<file path="src/rtl/mgmt_tgt_pkg.sv">
package mgmt_tgt_pkg;

   typedef enum logic [2:0] {
      ST_IDLE = 3'd0,
      ST_ADDR = 3'd1,
      ST_AACK = 3'd2,
      ST_DATA = 3'd3,
      ST_DACK = 3'd4,
      ST_SKIP = 3'd5
   } tgt_state_e;

endpackage

</file>
<file path="src/rtl/mgmt_bus_cond.sv">
module mgmt_bus_cond (
   input  logic clk,
   input  logic rst_n,
   input  logic scl_i,
   input  logic sda_i,
   output logic ev_start_o,
   output logic ev_stop_o,
   output logic ev_rise_o,
   output logic ev_fall_o
);

   logic scl_q;
   logic sda_q;

   always_ff @(posedge clk or negedge rst_n) begin
      if (!rst_n) begin
         scl_q <= 1'b1;
         sda_q <= 1'b1;
      end else begin
         scl_q <= scl_i;
         sda_q <= sda_i;
      end
   end

   always_comb begin
      ev_start_o = scl_q & scl_i & sda_q & ~sda_i;
      ev_stop_o  = scl_q & scl_i & ~sda_q & sda_i;
      ev_rise_o  = ~scl_q & scl_i;
      ev_fall_o  = scl_q & ~scl_i;
   end

endmodule

</file>
<file path="src/rtl/mgmt_byte_rx.sv">
module mgmt_byte_rx #(
   parameter int BYTE_W = 8,
   parameter int CNT_W  = $clog2(BYTE_W + 1)
) (
   input  logic              clk,
   input  logic              rst_n,
   input  logic              rise_i,
   input  logic              sda_i,
   input  logic              shift_en_i,
   input  logic              clr_i,
   output logic [BYTE_W-1:0] byte_o,
   output logic [CNT_W-1:0]  cnt_o
);

   localparam logic [CNT_W-1:0] CNT_FULL = CNT_W'(BYTE_W);

   if (BYTE_W < 2) begin : g_bad_byte
      $error("mgmt_byte_rx: BYTE_W must be at least 2");
   end

   logic [BYTE_W-1:0] sreg_q;
   logic [CNT_W-1:0]  cnt_q;

   always_ff @(posedge clk or negedge rst_n) begin
      if (!rst_n) begin
         sreg_q <= '0;
         cnt_q  <= '0;
      end else if (clr_i) begin
         cnt_q  <= '0;
      end else if (rise_i && shift_en_i && (cnt_q != CNT_FULL)) begin
         sreg_q <= {sreg_q[BYTE_W-2:0], sda_i};
         cnt_q  <= cnt_q + CNT_W'(1);
      end
   end

   assign byte_o = sreg_q;
   assign cnt_o  = cnt_q;

   AST_CNT_BOUND: assert property (@(posedge clk) disable iff (!rst_n)
      cnt_q <= CNT_FULL) else $error("bit count past byte width");

endmodule

</file>
<file path="src/rtl/mgmt_resp_latch.sv">
module mgmt_resp_latch #(
   parameter bit SAME_CYCLE_RESP = 1'b1
) (
   input  logic clk,
   input  logic rst_n,
   input  logic open_i,
   input  logic resp_vld_i,
   input  logic resp_ok_i,
   output logic accept_o
);

   logic seen_q;
   logic ok_q;

   always_ff @(posedge clk or negedge rst_n) begin
      if (!rst_n) begin
         seen_q <= 1'b0;
         ok_q   <= 1'b0;
      end else if (!open_i) begin
         seen_q <= 1'b0;
         ok_q   <= 1'b0;
      end else if (resp_vld_i && !seen_q) begin
         seen_q <= 1'b1;
         ok_q   <= resp_ok_i;
      end
   end

   if (SAME_CYCLE_RESP) begin : g_same_cycle
      assign accept_o = seen_q ? ok_q : (open_i & resp_vld_i & resp_ok_i);
   end else begin : g_latched_only
      assign accept_o = seen_q & ok_q;
   end

   AST_FIRST_WINS: assert property (@(posedge clk) disable iff (!rst_n)
      (seen_q && open_i) |=> (!open_i || (ok_q == $past(ok_q))))
      else $error("later response overwrote first");

endmodule

</file>
<file path="src/rtl/mgmt_tgt_ack.sv">
module mgmt_tgt_ack
   import mgmt_tgt_pkg::*;
#(
   parameter int ADDR_W          = 7,
   parameter int BYTE_W          = 8,
   parameter bit SAME_CYCLE_RESP = 1'b1
) (
   input  logic              clk,
   input  logic              rst_n,
   input  logic              scl_i,
   input  logic              sda_i,
   input  logic [ADDR_W-1:0] own_addr_i,
   input  logic              resp_vld_i,
   input  logic              resp_ok_i,
   output logic              sda_pull_o,
   output logic              addr_hit_o,
   output logic [BYTE_W-1:0] data_o,
   output logic              data_stb_o
);

   localparam int               CNT_W    = $clog2(BYTE_W + 1);
   localparam logic [CNT_W-1:0] CNT_FULL = CNT_W'(BYTE_W);
   localparam logic [CNT_W-1:0] CNT_LAST = CNT_W'(BYTE_W - 1);

   if (BYTE_W != ADDR_W + 1) begin : g_bad_width
      $error("mgmt_tgt_ack: BYTE_W must equal ADDR_W + 1");
   end
   if (ADDR_W < 1) begin : g_bad_addr
      $error("mgmt_tgt_ack: ADDR_W must be positive");
   end

   logic ev_start, ev_stop, ev_rise, ev_fall;
   logic [BYTE_W-1:0] rx_byte;
   logic [CNT_W-1:0]  rx_cnt;
   logic              rx_full, in_byte, byte_clr, win_open, accept;
   logic              addr_match, rw_bit;

   tgt_state_e state_q;
   logic       pull_q, stb_q, hit_q, ack_clk_q;

   mgmt_bus_cond u_cond (
      .clk        (clk),
      .rst_n      (rst_n),
      .scl_i      (scl_i),
      .sda_i      (sda_i),
      .ev_start_o (ev_start),
      .ev_stop_o  (ev_stop),
      .ev_rise_o  (ev_rise),
      .ev_fall_o  (ev_fall)
   );

   mgmt_byte_rx #(.BYTE_W(BYTE_W), .CNT_W(CNT_W)) u_rx (
      .clk        (clk),
      .rst_n      (rst_n),
      .rise_i     (ev_rise),
      .sda_i      (sda_i),
      .shift_en_i (in_byte),
      .clr_i      (byte_clr),
      .byte_o     (rx_byte),
      .cnt_o      (rx_cnt)
   );

   mgmt_resp_latch #(.SAME_CYCLE_RESP(SAME_CYCLE_RESP)) u_resp (
      .clk        (clk),
      .rst_n      (rst_n),
      .open_i     (win_open),
      .resp_vld_i (resp_vld_i),
      .resp_ok_i  (resp_ok_i),
      .accept_o   (accept)
   );

   always_comb begin
      rx_full    = (rx_cnt == CNT_FULL);
      in_byte    = (state_q == ST_ADDR) || (state_q == ST_DATA);
      win_open   = (state_q == ST_DATA) && rx_full;
      addr_match = (rx_byte[BYTE_W-1:1] == own_addr_i);
      rw_bit     = rx_byte[0];
      byte_clr   = ev_start || ev_stop ||
                   (ev_fall && ack_clk_q &&
                    ((state_q == ST_AACK) || (state_q == ST_DACK)));
   end

   always_ff @(posedge clk or negedge rst_n) begin
      if (!rst_n) begin
         state_q   <= ST_IDLE;
         pull_q    <= 1'b0;
         stb_q     <= 1'b0;
         hit_q     <= 1'b0;
         ack_clk_q <= 1'b0;
      end else begin
         stb_q <= 1'b0;
         hit_q <= 1'b0;
         if (ev_start) begin
            state_q   <= ST_ADDR;
            pull_q    <= 1'b0;
            ack_clk_q <= 1'b0;
         end else if (ev_stop) begin
            state_q   <= ST_IDLE;
            pull_q    <= 1'b0;
            ack_clk_q <= 1'b0;
         end else begin
            unique case (state_q)
               ST_ADDR: begin
                  if (ev_fall && rx_full) begin
                     if (addr_match) begin
                        state_q <= ST_AACK;
                        pull_q  <= 1'b1;
                        hit_q   <= 1'b1;
                     end else begin
                        state_q <= ST_SKIP;
                     end
                  end
               end
               ST_DATA: begin
                  if (ev_rise && (rx_cnt == CNT_LAST)) begin
                     stb_q <= 1'b1;
                  end
                  if (ev_fall && rx_full) begin
                     if (accept) begin
                        state_q <= ST_DACK;
                        pull_q  <= 1'b1;
                     end else begin
                        state_q <= ST_SKIP;
                     end
                  end
               end
               ST_AACK, ST_DACK: begin
                  if (ev_rise) begin
                     ack_clk_q <= 1'b1;
                  end
                  if (ev_fall && ack_clk_q) begin
                     pull_q    <= 1'b0;
                     ack_clk_q <= 1'b0;
                     state_q   <= ((state_q == ST_AACK) && rw_bit) ? ST_SKIP : ST_DATA;
                  end
               end
               default: ;
            endcase
         end
      end
   end

   assign sda_pull_o = pull_q;
   assign data_stb_o = stb_q;
   assign addr_hit_o = hit_q;
   assign data_o     = rx_byte;

   AST_PULL_STARTS_ON_FALL: assert property (@(posedge clk) disable iff (!rst_n)
      $rose(sda_pull_o) |-> $past(ev_fall)) else $error("pull began off a clock fall");

   AST_PULL_ENDS_ON_EDGE: assert property (@(posedge clk) disable iff (!rst_n)
      $fell(sda_pull_o) |-> $past(ev_fall || ev_start || ev_stop))
      else $error("pull ended off a clock fall");

   AST_COND_RELEASES: assert property (@(posedge clk) disable iff (!rst_n)
      (ev_start || ev_stop) |=> !sda_pull_o) else $error("pull held over START/STOP");

   AST_SKIP_QUIET: assert property (@(posedge clk) disable iff (!rst_n)
      (state_q == ST_SKIP) |-> (!sda_pull_o && !data_stb_o)) else $error("activity while skipping");

   AST_STB_PULSE: assert property (@(posedge clk) disable iff (!rst_n)
      data_stb_o |=> !data_stb_o) else $error("strobe longer than one cycle");

endmodule

</file>
<file path="config.mk">
export PLATFORM = sky130hd
export DESIGN_NAME = mgmt_tgt_ack
export DESIGN_NICKNAME = d
export VERILOG_FILES = /design/src/rtl/mgmt_tgt_pkg.sv /design/src/rtl/mgmt_bus_cond.sv /design/src/rtl/mgmt_byte_rx.sv /design/src/rtl/mgmt_resp_latch.sv /design/src/rtl/mgmt_tgt_ack.sv
export SDC_FILE = /design/constraint.sdc
export NUM_CORES = 1
export LEC_CHECK = 0
export BUFFER_PORTS_ARGS = -buffer_cell sky130_fd_sc_hd__buf_2
export CORE_ASPECT_RATIO = 1.4
export CORE_UTILIZATION = 46
export CTS_CLUSTER_SIZE = 16
export DETAILED_ROUTE_END_ITERATION = 12
export PLACE_DENSITY_LB_ADDON = 0.25
export SETUP_SLACK_MARGIN = 0.4
export SYNTH_ARGS = -nofsm -noshare
export SYNTH_HDL_FRONTEND = slang
export SYNTH_SLANG_ARGS = --single-unit
</file>
<file path="constraint.sdc">
create_clock -name clk -period 2.7 [get_ports clk]
set_clock_uncertainty 0.2 [all_clocks]
set_input_delay 0.405 -clock clk [delete_from_list [all_inputs] [get_ports clk]]
set_output_delay 0.405 -clock clk [all_outputs]
set_load 0.02 [all_outputs]
</file>
==> impl_metrics.tcl <==
set metrics [dict create \
    outcome "completed" \
    pwr-share-seq 0.476 \
    drt_first_pass_iters 4 \
    routabilityCongestion 0.803 \
    synth_edf_count 0 \
    holdPathStages 1 \
    grtUsageTotal 0.180 \
    via_per_inst 5.22 \
    required_ns 2.70 \
    cts_buffers 3 \
    relSlewSlack 0.651 \
    async_flop_share 1.00 \
    path_clk_slew_ns 0.12 \
    crit_buf_inv 1 \
    post-cts-setup-buffers 0 \
    io_buffers 23 \
    final_nets 155 \
    drv_slew 0 \
    clock_latency_ns 0.30 \
    post-route-period-util 0.718 \
    switching_power_uw 455 \
    power.density_nw_per_um2 815 \
    cts_sinks 23 \
    top_usage_layer "met2" \
    met3_usage 0.0169 \
    avgRoutedWirePerCell_um 12.8 \
    arrival_ns 1.94 \
    io_pins 24 \
    grt_util_met1 0.226 \
    hold_viol 0 \
    dp_hpwl_mm 1.74 \
    worstReg2RegStart "u_rx.cnt_o[0]" \
    ys_seq_elements 23 \
    vias 913 \
    start_util 0.481 \
    r2r_cells 7 \
    ys.flop_type "dfrtp_1" \
    wl_mm 2.24 \
    yosysSeqAreaShare 0.460 \
    syn_area_per_cell_um2 11.2 \
    p_sw_frac 0.387 \
    min_path_type "in -> reg" \
    core_area_um2 2620 \
    utilization 0.552 \
    htreeDepth 1 \
    critical_path.startpoint_type "flop" \
    setup_viol 0 \
    final.setup.worst_slack_ns 0.762 \
    synthToLayoutAreaGrowth_pct 14.7 \
    timing.final.crit_period_ns 1.94 \
    yosys_warnings 0 \
    synth_cell_types 42 \
    p_leak_uw 0.000680 \
    synth_cells 112 \
    grt_pass1_wl_mm 3.92 \
    syn_nets 127 \
    whs_endpoint "u_cond.sda_q" \
    grt_overflow_total 0 \
    power.share.clock 0.132 \
    drc 0 \
    internal_power_uw 721 \
    drt-initial-drc-count 14 \
    combPwrFrac 0.392 \
    grt.met2_usage 0.305 \
    path_depth 7 \
    cts_buffer_depth 2 \
    endpoint_kind "flop" \
    cap_viol_max_count 0 \
    antenna_found_initial 0 \
    rr_endpoint "state_q[2]" \
    worstMarginPinSlew_ns 0.524 \
    syn_area_um2 1260 \
    grt_pass1_vias 884 \
    hold_start "sda_i" \
    clock.fmax_mhz 516 \
    vdd_drop_max_mv 0.530 \
    die_w_um 46.2 \
    fin_setup_tns_ns 0 \
    instances_no_fill 175 \
    fp.dieH_um 63.9 \
    r2r_slack_ns 0.76 \
    num_antenna_cells 0 \
    cts_tree "done" \
    path_cells "inv_1 -> ha_1 -> nand3b_1 -> o22ai_2 -> mux2i_4 -> nor2_2 -> a32o_2" \
    rows 22 \
    crit_family "compound AO/OA/AOI/OAI gates" \
    critPathMaxStageDelay_ns 0.43 \
    cp_max_fo 5 \
    power_uw 1180 \
    slowest_stage "dfrtp_1" \
    rsz0062_at_grt "false" \
    drive_gt1_frac 0.309 \
    grt_max_degree 24 \
    dpl_worst_slack_ns 0.750 \
    critical_path_class "reg -> reg" \
    cts-root-buf "clkbuf_4" \
    dieArea_um2 2950 \
    ant_nets 0 \
    place_inst 170 \
]
worst register-to-register path, stage by stage, from the launching register on:
cell and delay, ns:
dfrtp_1 0.43, inv_1 0.07, ha_1 0.19, nand3b_1 0.23, o22ai_2 0.17, mux2i_4 0.23, nor2_2 0.06, a32o_2 0.26
how the worst max path moves through the flow:
stage | startpoint | endpoint
after floorplan | u_rx.byte_o[4] | state_q[0]
after global placement | own_addr_i[3] | state_q[0]
after detailed placement | own_addr_i[3] | state_q[0]
after CTS | u_rx.cnt_o[0] | state_q[2]
after global routing | u_rx.cnt_o[0] | u_rx.cnt_o[2]
final | u_rx.cnt_o[0] | state_q[2]
flip-flops by register name, summed over array words and instances, names as in the netlist:
register       flops
addr_hit_o         1
ack_clk_q          1
u_rx.cnt_o         4
u_cond.sda_q       1
u_resp.ok_q        1
u_rx.byte_o        8
u_resp.seen_q      1
u_cond.scl_q       1
state_q            3
data_stb_o         1
sda_pull_o         1
placed cells by master, fill, tap and decap left out, types with 2 or more instances in the layout:
cell / n
dfrtp_1: 21
xnor2_1: 2
clkbuf_4: 3
o21ai_0: 4
mux2_4: 6
xor2_1: 7
nand2_1: 10
dfstp_2: 2
o21ai_1: 3
nand2b_1: 3
nand3b_1: 3
mux2_1: 2
buf_2: 23
ha_1: 2
nor4_1: 2
nor2b_1: 2
a21oi_1: 4
nor2_1: 7
inv_1: 6
nand3_1: 2
routing by layer:
metal / wire, µm / up-vias
met5: 0 / -
met4: 17 / 0
met3: 64 / 2
met2: 1150 / 19
met1: 1010 / 438
li1: - / 454
power by group through the flow:
| stage | clock network [µW] | registers [µW] | logic, µW |
|---|---|---|---|
| floorplan | 0 | 621 | 267 |
| global placement | 0 | 559 | 455 |
| detailed placement | 0 | 566 | 465 |
| CTS | 166 | 561 | 468 |
| global route | 177 | 576 | 501 |
| finish | 156 | 560 | 461 |
final cells by class:
class | instances | area (µm²)
tap | 36 | 45.0
multi-input combinational | 81 | 642
inverter | 7 | 26.3
fill | 234 | 1170
sequential | 23 | 578
timing repair buffer | 24 | 125
clock buffer | 4 | 26.3
cell usage after synthesis (3+ instances only):
master	instances	share of area
mux2_4	6	0.072
o21ai_0	4	0.016
inv_1	6	0.018
xor2_1	7	0.049
nand2b_1	3	0.015
dfrtp_1	21	0.42
nor2_1	7	0.021
o21ai_1	3	0.012
a21oi_1	4	0.016
nand2_1	10	0.030
nand3b_1	3	0.018
timing repair:
item                                   4_1_cts  5_1_grt
endpoints found under the hold margin       21        0
gates resized for setup                      0        0
hold buffers                                 1        0
logic make-up after synthesis:
family	share of synthesized area
fa+ha+maj	0.0199
xor+xnor	0.0756
mux	0.107
flops	0.460
simple gates	0.186
buf+inv	0.0298
compound gates	0.121
per-stage QoR:
stage	area [µm²]	hold slack [ns]
2_1_floorplan	1260	-0.0906
3_3_place_gp	1410	0.199
3_5_place_dp	1410	0.208
4_1_cts	1440	0.0188
5_1_grt	1440	0.0261
6_report	1440	0.0375
Note: power is estimated with default switching activity, not from simulation.
